[config.mk]
export PLATFORM = sky130hd
export DESIGN_NAME = gp_col_acc
export DESIGN_NICKNAME = d
export VERILOG_FILES = /design/src/rtl/gp_col_acc.sv
export SDC_FILE = /design/constraint.sdc
export NUM_CORES = 1
export LEC_CHECK = 0
export ABC_AREA = 1
export BUFFER_PORTS_ARGS = -buffer_cell sky130_fd_sc_hd__buf_2
export CELL_PAD_IN_SITES_DETAIL_PLACEMENT = 1
export CELL_PAD_IN_SITES_GLOBAL_PLACEMENT = 2
export CORE_MARGIN = 5
export CORE_UTILIZATION = 21
export DETAILED_ROUTE_END_ITERATION = 7
export PLACE_DENSITY = 0.86
export SETUP_SLACK_MARGIN = 0.2
export SLEW_MARGIN = 20
export SYNTH_ARGS = -nofsm -noshare
export SYNTH_HDL_FRONTEND = slang
export SYNTH_SLANG_ARGS = --single-unit
[constraint.sdc]
create_clock -name clk -period 1.8 [get_ports clk]
set_input_delay 0.54 -clock clk [delete_from_list [all_inputs] [get_ports clk]]
set_output_delay 0.54 -clock clk [all_outputs]
set_load 0.1 [all_outputs]
[src/rtl/gp_col_acc.sv]
module gp_col_acc #(
   parameter int unsigned W = 8
) (
   input  logic         clk,
   input  logic         rst_n,
   input  logic         en,
   input  logic         close,
   input  logic [W-1:0] d,
   output logic [W-1:0] acc_q,
   output logic [W-1:0] acc_next
);
   assign acc_next = acc_q ^ d;

   always_ff @(posedge clk or negedge rst_n) begin
      if (!rst_n)       acc_q <= '0;
      else if (en)      acc_q <= close ? '0 : acc_next;
   end
endmodule

==> results of run 1 <==
==> repair_timing <==
| item | in CTS | in global routing |
|---|---|---|
| endpoints found under the setup margin | 16 | 9 |
| gates resized for setup | 15 | 2 |
| pin swaps | 19 | 1 |
| setup buffers | 8 | 4 |
==> kinds of logic after synthesis <==
group         Yosys count  synth area share
flops                   8             0.405
simple gates           49             0.466
buf+inv                17             0.129
==> synth_stat cells <==
master | count | area (um^2)
nand2_1 | 32 | 120
dfrtp_1 | 8 | 200
and2_1 | 8 | 50.1
nand3_1 | 8 | 40.0
inv_2 | 1 | 3.75
nor2_8 | 1 | 20.0
inv_1 | 16 | 60.1
==> layout make-up <==
type,count,share of cell area
Clock buffer,3,0.0224
Inverter,17,0.0634
Multi-Input combinational cell,49,0.288
Sequential cell,8,0.229
Tap cell,28,0.0348
Timing Repair Buffer,39,0.363
==> metal layers <==
layer,vias to the layer above,GRT usage
li1,299,-
met1,269,0.106
met2,19,0.193
met3,0,0.0526
met4,0,0.00993
met5,-,0
==> how the worst max path moves through the flow <==
stage,endpoint
3_5_place_dp,acc_next[3]
5_1_grt,acc_next[1]
2_1_floorplan,acc_next[0]
4_1_cts,acc_next[6]
6_report,acc_next[6]
3_3_place_gp,acc_next[1]
==> where the power goes <==
part / leakage, nW / internal, mW / switching, mW
registers: 0.0916 / 0.212 / 0.0265
clock network: 0.0138 / 0.0770 / 0.0715
logic: 0.438 / 0.201 / 0.407
total: 0.543 / 0.490 / 0.505
==> worst max-delay path: cells and delay by family (launching register included) <==
family	cells	cell delay, ns
DFF	1	0.50
buffers and inverters	2	0.22
and+or+nand+nor	2	0.19
==> impl_metrics.py, run 1 <==
metrics = {
    "clock_network": {
        "clk_pin_slew_ns": 0.06,
        "cts_inserted_buffers": 3,
        "cts.htree.levels": 1,
        "clkSinkCount": 8,
        "postCtsHoldBufs": 0,
        "clk_path_buf_depth": 2,
        "insertion_delay_ns": 0.26,
        "cts_tree": "yes",
        "root_buffer": "clkbuf_4",
    },
    "final_layout": {
        "synthToLayoutAreaGrowth_pct": 104,
        "final_common_cell": "buf_4",
        "multiInputGateArea_um2": 290,
        "reg.largest.list": "acc_q (8)",
        "fill_cells": 285,
        "top_register": "acc_q",
        "final_cell_mix": "buf_4, nand2_2, nand2_1",
        "layout-drive-gt1-share": 0.724,
        "layout.nets": 130,
        "largest_reg_flops": 8,
        "regArea_um2": 230,
        "layout.cells.non_filler": 144,
        "utilization": 0.451,
        "antenna_cells": 0,
        "fin_area_mm2": 0.00101,
    },
    "routing": {
        "routed_wl_um": 1620,
        "drc_errors": 0,
        "m1WireLength_um": 632,
        "wire_per_inst_um": 11.2,
        "wl_met3_um": 112,
        "top_layer_used": "met3",
        "dr_wl_met2_um": 869,
        "first_pass_iters": 2,
        "postRouteAntennaNets": 0,
        "dr_total_vias": 587,
        "drt_iter0_drc": 7,
        "via_per_inst": 4.08,
    },
    "die": {
        "die_h_um": 58.5,
        "dieArea_mm2": 0.00342,
        "die_w_um": 58.5,
        "start_util": 0.221,
        "core_area_mm2": 0.00223,
        "fp-row-count": 17,
        "pin_count": 28,
    },
    "timing": {
        "period_minus_slack_ns": 1.71,
        "finalSetupTns_ns": 0,
        "hold_viol_final": 0,
        "relSlewSlack": 0.816,
        "rsz0062_at_grt": "true",
        "timing.hold.ws_ns": 0.116,
        "fin_skew_ns": 0,
        "drv_slew": 0,
        "fin_crit_sh": 0.947,
        "tightestPinTransition_ns": 0.279,
        "setup_violations": 0,
        "max_freq_mhz": 586,
        "setup_ws_ns": 0.0948,
    },
    "pwr": {
        "powerDensity_mw_per_mm2": 988,
        "vdd_ir_drop_max_v": 0.000632,
        "power_mw": 0.995,
        "p_leak_nw": 0.543,
    },
    "yosys": {
        "yosysUniqueCellTypes": 7,
        "synthCells": 74,
        "synth_fp_nets": 86,
        "ys.warnings.count": 0,
        "synth-seq-cells": 8,
        "synth_seq_area_share": 0.405,
        "syn_area_per_cell_um2": 6.68,
        "syn_area_um2": 494,
    },
    "global_route": {
        "grt_usage": 0.104,
        "grt_pass1_vias": 636,
        "grt_overflow_total": 0,
        "grt_pass1_wl_um": 2680,
        "antenna_found_initial": 0,
        "grt_start_max_net_pins": 10,
    },
    "place": {
        "dpl-instance-area_um2": 855,
        "placedCellCount": 129,
        "gp_congestion": 0.582,
        "place_ws_ns": 0.168,
        "dp_hpwl_um": 1170,
        "io_buffers": 27,
    },
    "setup_path": {
        "path_cells": "inv_2, nand2_2, and2_4, buf_12",
        "path_class": "reg -> out",
        "r2r-start": "acc_q[2]",
        "cp_data_arrival_time_ns": 1.17,
        "crit_start": "acc_q[6]",
        "worstRegToRegCells": 9,
        "cpPeakStageDelay_ns": 0.50,
        "r2r_end": "acc_q[2]",
        "crit_slowest_cell": "dfrtp_4",
        "cp-end-kind": "primary output",
        "critPathMaxFanout": 4,
        "critPathRequiredTime_ns": 1.26,
        "startpoint_type": "flip-flop",
        "ff2ff_setup_slack_ns": 0.38,
    },
    "run_status": {
        "status": "finished, final reports clean",
    },
    "worst_hold_path": {
        "min_path_type": "in -> async",
    },
    "flow_run": {
        "cap_viol_max_count": 0,
    },
}
Power figures use the tool's default switching activity.
==> run 2: changes to the inputs <==
CELL_PAD_IN_SITES_GLOBAL_PLACEMENT = 1   (was 2)
CORE_UTILIZATION = 29   (was 21)
PLACE_DENSITY = 0.88   (was 0.86)
==> run 2 against run 1 <==
  * Combinational power grew 3%
  * Non-clock buffer count grew 4
  * Global-route usage grew 5.7 points
  * Fmax shrank 0.99%
  * Critical path depth is the same
  * Hold slack gained 0.0088 ns
  * Clock power is essentially flat
  * Routed wire length grew 15%
  * Core utilization grew 16 points
  * Sequential cell count is the same
  * First-iteration DRC count shrank 71%
  * Sequential power is essentially flat
  * Critical endpoint unchanged
==> impl_metrics.py, run 2 (same netlist as run 1, synthesis figures left out) <==
metrics = {
    "run_status": {
        "status": "finished, final reports clean",
    },
    "place": {
        "io_buffers": 27,
        "gp_congestion": 0.691,
        "dp_hpwl_um": 1280,
        "place_ws_ns": 0.159,
    },
    "routing": {
        "wire_per_inst_um": 13.6,
        "dr_wl_met2_um": 1070,
        "routed_wl_um": 1860,
        "wl_met3_um": 59,
        "dr_total_vias": 636,
        "drt_iter0_drc": 2,
        "postRouteAntennaNets": 0,
        "drc_errors": 0,
        "via_per_inst": 4.64,
        "top_layer_used": "met4",
        "first_pass_iters": 3,
        "m1WireLength_um": 695,
    },
    "die": {
        "die_w_um": 51.3,
        "core_area_mm2": 0.00167,
        "dieArea_mm2": 0.00263,
        "fp-row-count": 15,
        "die_h_um": 51.3,
        "start_util": 0.296,
        "pin_count": 28,
    },
    "clock_network": {
        "clk_path_buf_depth": 2,
        "cts_inserted_buffers": 3,
        "cts_tree": "yes",
        "insertion_delay_ns": 0.26,
        "postCtsHoldBufs": 0,
        "clk_pin_slew_ns": 0.06,
        "clkSinkCount": 8,
        "root_buffer": "clkbuf_4",
        "cts.htree.levels": 1,
    },
    "pwr": {
        "p_int_mw": 0.500,
        "p_clk_frac": 0.145,
        "p_leak_nw": 0.562,
        "pwr-share-comb": 0.618,
        "p_seq_frac": 0.237,
        "switching_share": 0.506,
        "switchingPower_mw": 0.511,
        "powerDensity_mw_per_mm2": 988,
        "vdd_ir_drop_max_v": 0.000553,
    },
    "setup_path": {
        "path_class": "reg -> out",
        "path_cells": "inv_2, nand2_2, and2_4, buf_12",
        "critPathMaxFanout": 4,
        "cpPeakStageDelay_ns": 0.50,
        "crit_slowest_cell": "dfrtp_4",
        "critPathRequiredTime_ns": 1.26,
        "startpoint_type": "flip-flop",
        "cp_data_arrival_time_ns": 1.18,
        "cp-end-kind": "primary output",
    },
    "final_layout": {
        "final_cell_mix": "buf_4, nand2_2, nand2_1",
        "largest_reg_flops": 8,
        "reg.largest.list": "acc_q (8)",
        "top_register": "acc_q",
        "layout.nets": 134,
        "fill_cells": 207,
        "final_common_cell": "buf_4",
        "synthToLayoutAreaGrowth_pct": 107,
        "antenna_cells": 0,
        "layout-drive-gt1-share": 0.733,
    },
    "global_route": {
        "grt_usage": 0.160,
        "grt_pass1_wl_um": 3020,
        "grt_start_max_net_pins": 10,
        "grt_pass1_vias": 688,
        "grt_overflow_total": 0,
        "antenna_found_initial": 0,
    },
    "timing": {
        "max_freq_mhz": 581,
        "fin_skew_ns": 0,
        "finalSetupTns_ns": 0,
        "period_minus_slack_ns": 1.72,
        "rsz0062_at_grt": "true",
        "setup_ws_ns": 0.0778,
        "drv_slew": 0,
        "hold_viol_final": 0,
        "fin_crit_sh": 0.957,
        "setup_violations": 0,
        "relSlewSlack": 0.815,
        "tightestPinTransition_ns": 0.280,
    },
    "worst_hold_path": {
        "min_path_type": "in -> async",
    },
    "flow_run": {
        "cap_viol_max_count": 0,
    },
}
run 2: cell count changes in the layout (fill, tap and decap cells not counted), sizes merged:
cell  previous run  this run
buf             39        43
run 2: per-layer routing:
metal / global-route usage / up-vias
li1: - / 310
met4: 0.0786 / 0
met1: 0.158 / 307
met2: 0.309 / 15
met3: 0.0350 / 4
met5: 0 / -
run 2: per-stage QoR:
stage          power, mW  hold slack (ns)  instances  cell area [um^2]   util
2_1_floorplan      0.637            0.244         74               564      -
3_3_place_gp       0.788            0.395        118               841  0.503
3_5_place_dp       0.801            0.404        118               841  0.503
4_1_cts            0.997            0.122        132               981  0.587
5_1_grt             1.05            0.128        137              1020  0.613
6_report            1.01            0.125        137              1020  0.613
run 2: final cells by class:
cell class                      instances  area, um^2  share of cell area
Multi-Input combinational cell         49         290               0.284
Timing Repair Buffer                   43         395               0.386
Tap cell                               17        21.3              0.0208
Clock buffer                            3        22.5              0.0220
Sequential cell                         8         230               0.225
Inverter                               17        63.8              0.0623
run 2: timing repair:
action | CTS | global route
buffers inserted | 11 | 5
pin swaps | 18 | 3
resized for setup | 14 | 4
endpoints found under the setup margin | 16 | 11
run 2: power by group through the flow:
stage	Combinational, mW	Clock (mW)	Sequential (mW)
after floorplan	0.254	0	0.383
after global placement	0.549	0	0.240
after detailed placement	0.559	0	0.242
after CTS	0.606	0.151	0.239
after global routing	0.649	0.160	0.244
final	0.625	0.147	0.239
run 2: worst paths after layout:
check                          from           to  slack, ns  cells after the start
min in group clk           acc_q[1]     acc_q[1]       0.58                      2
max reg2reg                acc_q[3]     acc_q[3]       0.13                     11
min reg2reg                acc_q[1]     acc_q[1]       0.58                      2
max in group asynchronous     rst_n     acc_q[3]       1.47                      1
max                        acc_q[6]  acc_next[6]       0.08                      4
min                           rst_n     acc_q[5]       0.12                      1
run 2: critical path: cells and delay by family, from the launching register on:
kind          cells  cell delay, ns
buf+inv           2            0.23
simple gates      2            0.19
flops             1            0.50
==> run 3: changes to the inputs <==
CAP_MARGIN = 10   (was not set)
CORE_UTILIZATION = 24   (was 29)
PLACE_DENSITY = 0.79   (was 0.88)
clock period = 1.43 ns   (was 1.8 ns; I/O delays follow)
==> run 3 against run 2 <==
  * The run now ends with negative setup slack left
  * Via count up 6.8%
  * Sequential cell count is the same
  * Hold slack lost 0.12 ns
  * Register-to-register slack got worse by 0.16 ns
  * Clock skew is the same
  * Cell area up 20%
  * Final cell count grew 12%
  * First-iteration DRC count grew to 8.0 times the previous value
  * Largest power group unchanged
  * Highest routed layer unchanged
==> impl_metrics.py, run 3 (same netlist as run 1, synthesis figures left out) <==
metrics = {
    "global_route": {
        "grt_pass1_wl_um": 3750,
        "antenna_found_initial": 0,
        "grt_usage": 0.156,
        "grt_overflow_total": 0,
        "grt_pass1_vias": 770,
        "grt_start_max_net_pins": 10,
    },
    "clock_network": {
        "cts.htree.levels": 1,
        "clk_path_buf_depth": 2,
        "clk_pin_slew_ns": 0.06,
        "root_buffer": "clkbuf_4",
        "clkSinkCount": 8,
        "insertion_delay_ns": 0.25,
        "cts_inserted_buffers": 3,
        "cts_tree": "yes",
    },
    "setup_path": {
        "ff2ff_setup_slack_ns": -0.03,
        "startpoint_type": "flip-flop",
        "critPathRequiredTime_ns": 1.00,
        "path_class": "reg -> out",
        "critPathMaxFanout": 3,
        "cp_data_arrival_time_ns": 1.19,
        "cp-end-kind": "primary output",
    },
    "routing": {
        "postRouteAntennaNets": 0,
        "dr_total_vias": 679,
        "via_per_inst": 4.41,
        "drc_errors": 0,
        "routed_wl_um": 2560,
        "wire_per_inst_um": 16.6,
        "first_pass_iters": 4,
        "drt_iter0_drc": 16,
    },
    "flow_run": {
        "cap_viol_max_count": 0,
    },
    "final_layout": {
        "final_cell_mix": "nand2_2, nand2_1, buf_12",
        "fin_area_mm2": 0.00122,
        "layout-drive-gt1-share": 0.756,
        "synthToLayoutAreaGrowth_pct": 148,
        "fill_cells": 228,
        "utilization": 0.624,
        "regArea_um2": 230,
        "multiInputGateArea_um2": 295,
        "layout.nets": 141,
        "reg.largest.list": "acc_q (8)",
        "top_register": "acc_q",
        "largest_reg_flops": 8,
        "antenna_cells": 0,
    },
    "pwr": {
        "vdd_ir_drop_max_v": 0.000559,
        "power_mw": 1.42,
        "powerDensity_mw_per_mm2": 1160,
        "p_leak_nw": 0.637,
    },
    "place": {
        "place_ws_ns": -0.000132,
        "io_buffers": 27,
        "dpl-instance-area_um2": 993,
        "dp_hpwl_um": 1380,
        "gp_congestion": 0.674,
    },
    "timing": {
        "relSlewSlack": 0.836,
        "period_minus_slack_ns": 1.62,
        "setup_ws_ns": -0.194,
        "fin_skew_ns": 0,
        "drv_slew": 0,
        "tightestPinTransition_ns": 0.245,
        "rsz0062_at_grt": "true",
        "fin_crit_sh": 1.14,
        "max_freq_mhz": 616,
        "setup_violations": 17,
        "hold_viol_final": 0,
    },
    "die": {
        "fp-row-count": 16,
        "start_util": 0.252,
        "die_h_um": 55.4,
        "pin_count": 28,
        "core_area_mm2": 0.00196,
        "dieArea_mm2": 0.00307,
        "die_w_um": 55.4,
    },
    "run_status": {
        "status": "complete, but fails checks",
        "violations": "negative setup slack",
    },
    "worst_hold_path": {
        "min_path_type": "in -> async",
    },
}
run 3: changes by cell type in the layout (fill, tap and decap cells not counted), sizes merged:
| cell | change |
|---|---|
| buf | +7 |
run 3: layout make-up:
cell class                 instances  area share
timing repair buffer              50       0.472
multi-input combinational         49       0.241
sequential                         8       0.188
inverter                          17      0.0521
tap                               27      0.0276
clock buffer                       3      0.0184
run 3: final timing paths:
| check | startpoint | endpoint | cells past startpoint |
|---|---|---|---|
| max | acc_q[1] | acc_next[1] | 4 |
| min | rst_n | acc_q[3] | 1 |
| max reg2reg | acc_q[3] | acc_q[3] | 9 |
| min reg2reg | acc_q[4] | acc_q[4] | 2 |
| max in group asynchronous | rst_n | acc_q[2] | 1 |
| min in group clk | d[3] | acc_q[3] | 4 |
run 3: critical path, stage by stage, from the launching register on:
cell and delay (ns):
dfrtp_4 0.50, inv_2 0.08, nand2_2 0.06, and2_4 0.14, buf_12 0.16
run 3: routing by layer:
metal | global-route usage | routed length (um) | share of wire | vias to the layer above
met4 | 0.0625 | 99 | 0.039 | 0
met2 | 0.296 | 1470 | 0.57 | 28
met3 | 0.0420 | 129 | 0.050 | 10
met5 | 0 | 0 | 0 | -
met1 | 0.158 | 861 | 0.34 | 321
li1 | - | - | - | 320
run 3: power breakdown:
| part | switching [mW] | internal [mW] | total (mW) |
|---|---|---|---|
| clock | 0.0844 | 0.0965 | 0.181 |
| sequential | 0.0374 | 0.267 | 0.304 |
| combinational | 0.564 | 0.371 | 0.935 |
| total | 0.686 | 0.734 | 1.42 |
run 3: timing repair:
| item | in CTS | in global routing |
|---|---|---|
| gates resized for setup | 6 | 3 |
| pin swaps | 9 | 1 |
| endpoints found under the setup margin | 16 | 17 |
| buffers inserted | 17 | 6 |
| hold buffers | 0 | 0 |
run 3: through the flow:
step                std cells   TNS [ns]  hold WS (ns)
finish                    154      -1.86       0.00801
global route              154      -2.40        0.0179
CTS                       148      -1.69       0.00507
detailed placement        128  -0.000132         0.287
global placement          128          0         0.281
floorplan                  74     -0.376         0.133
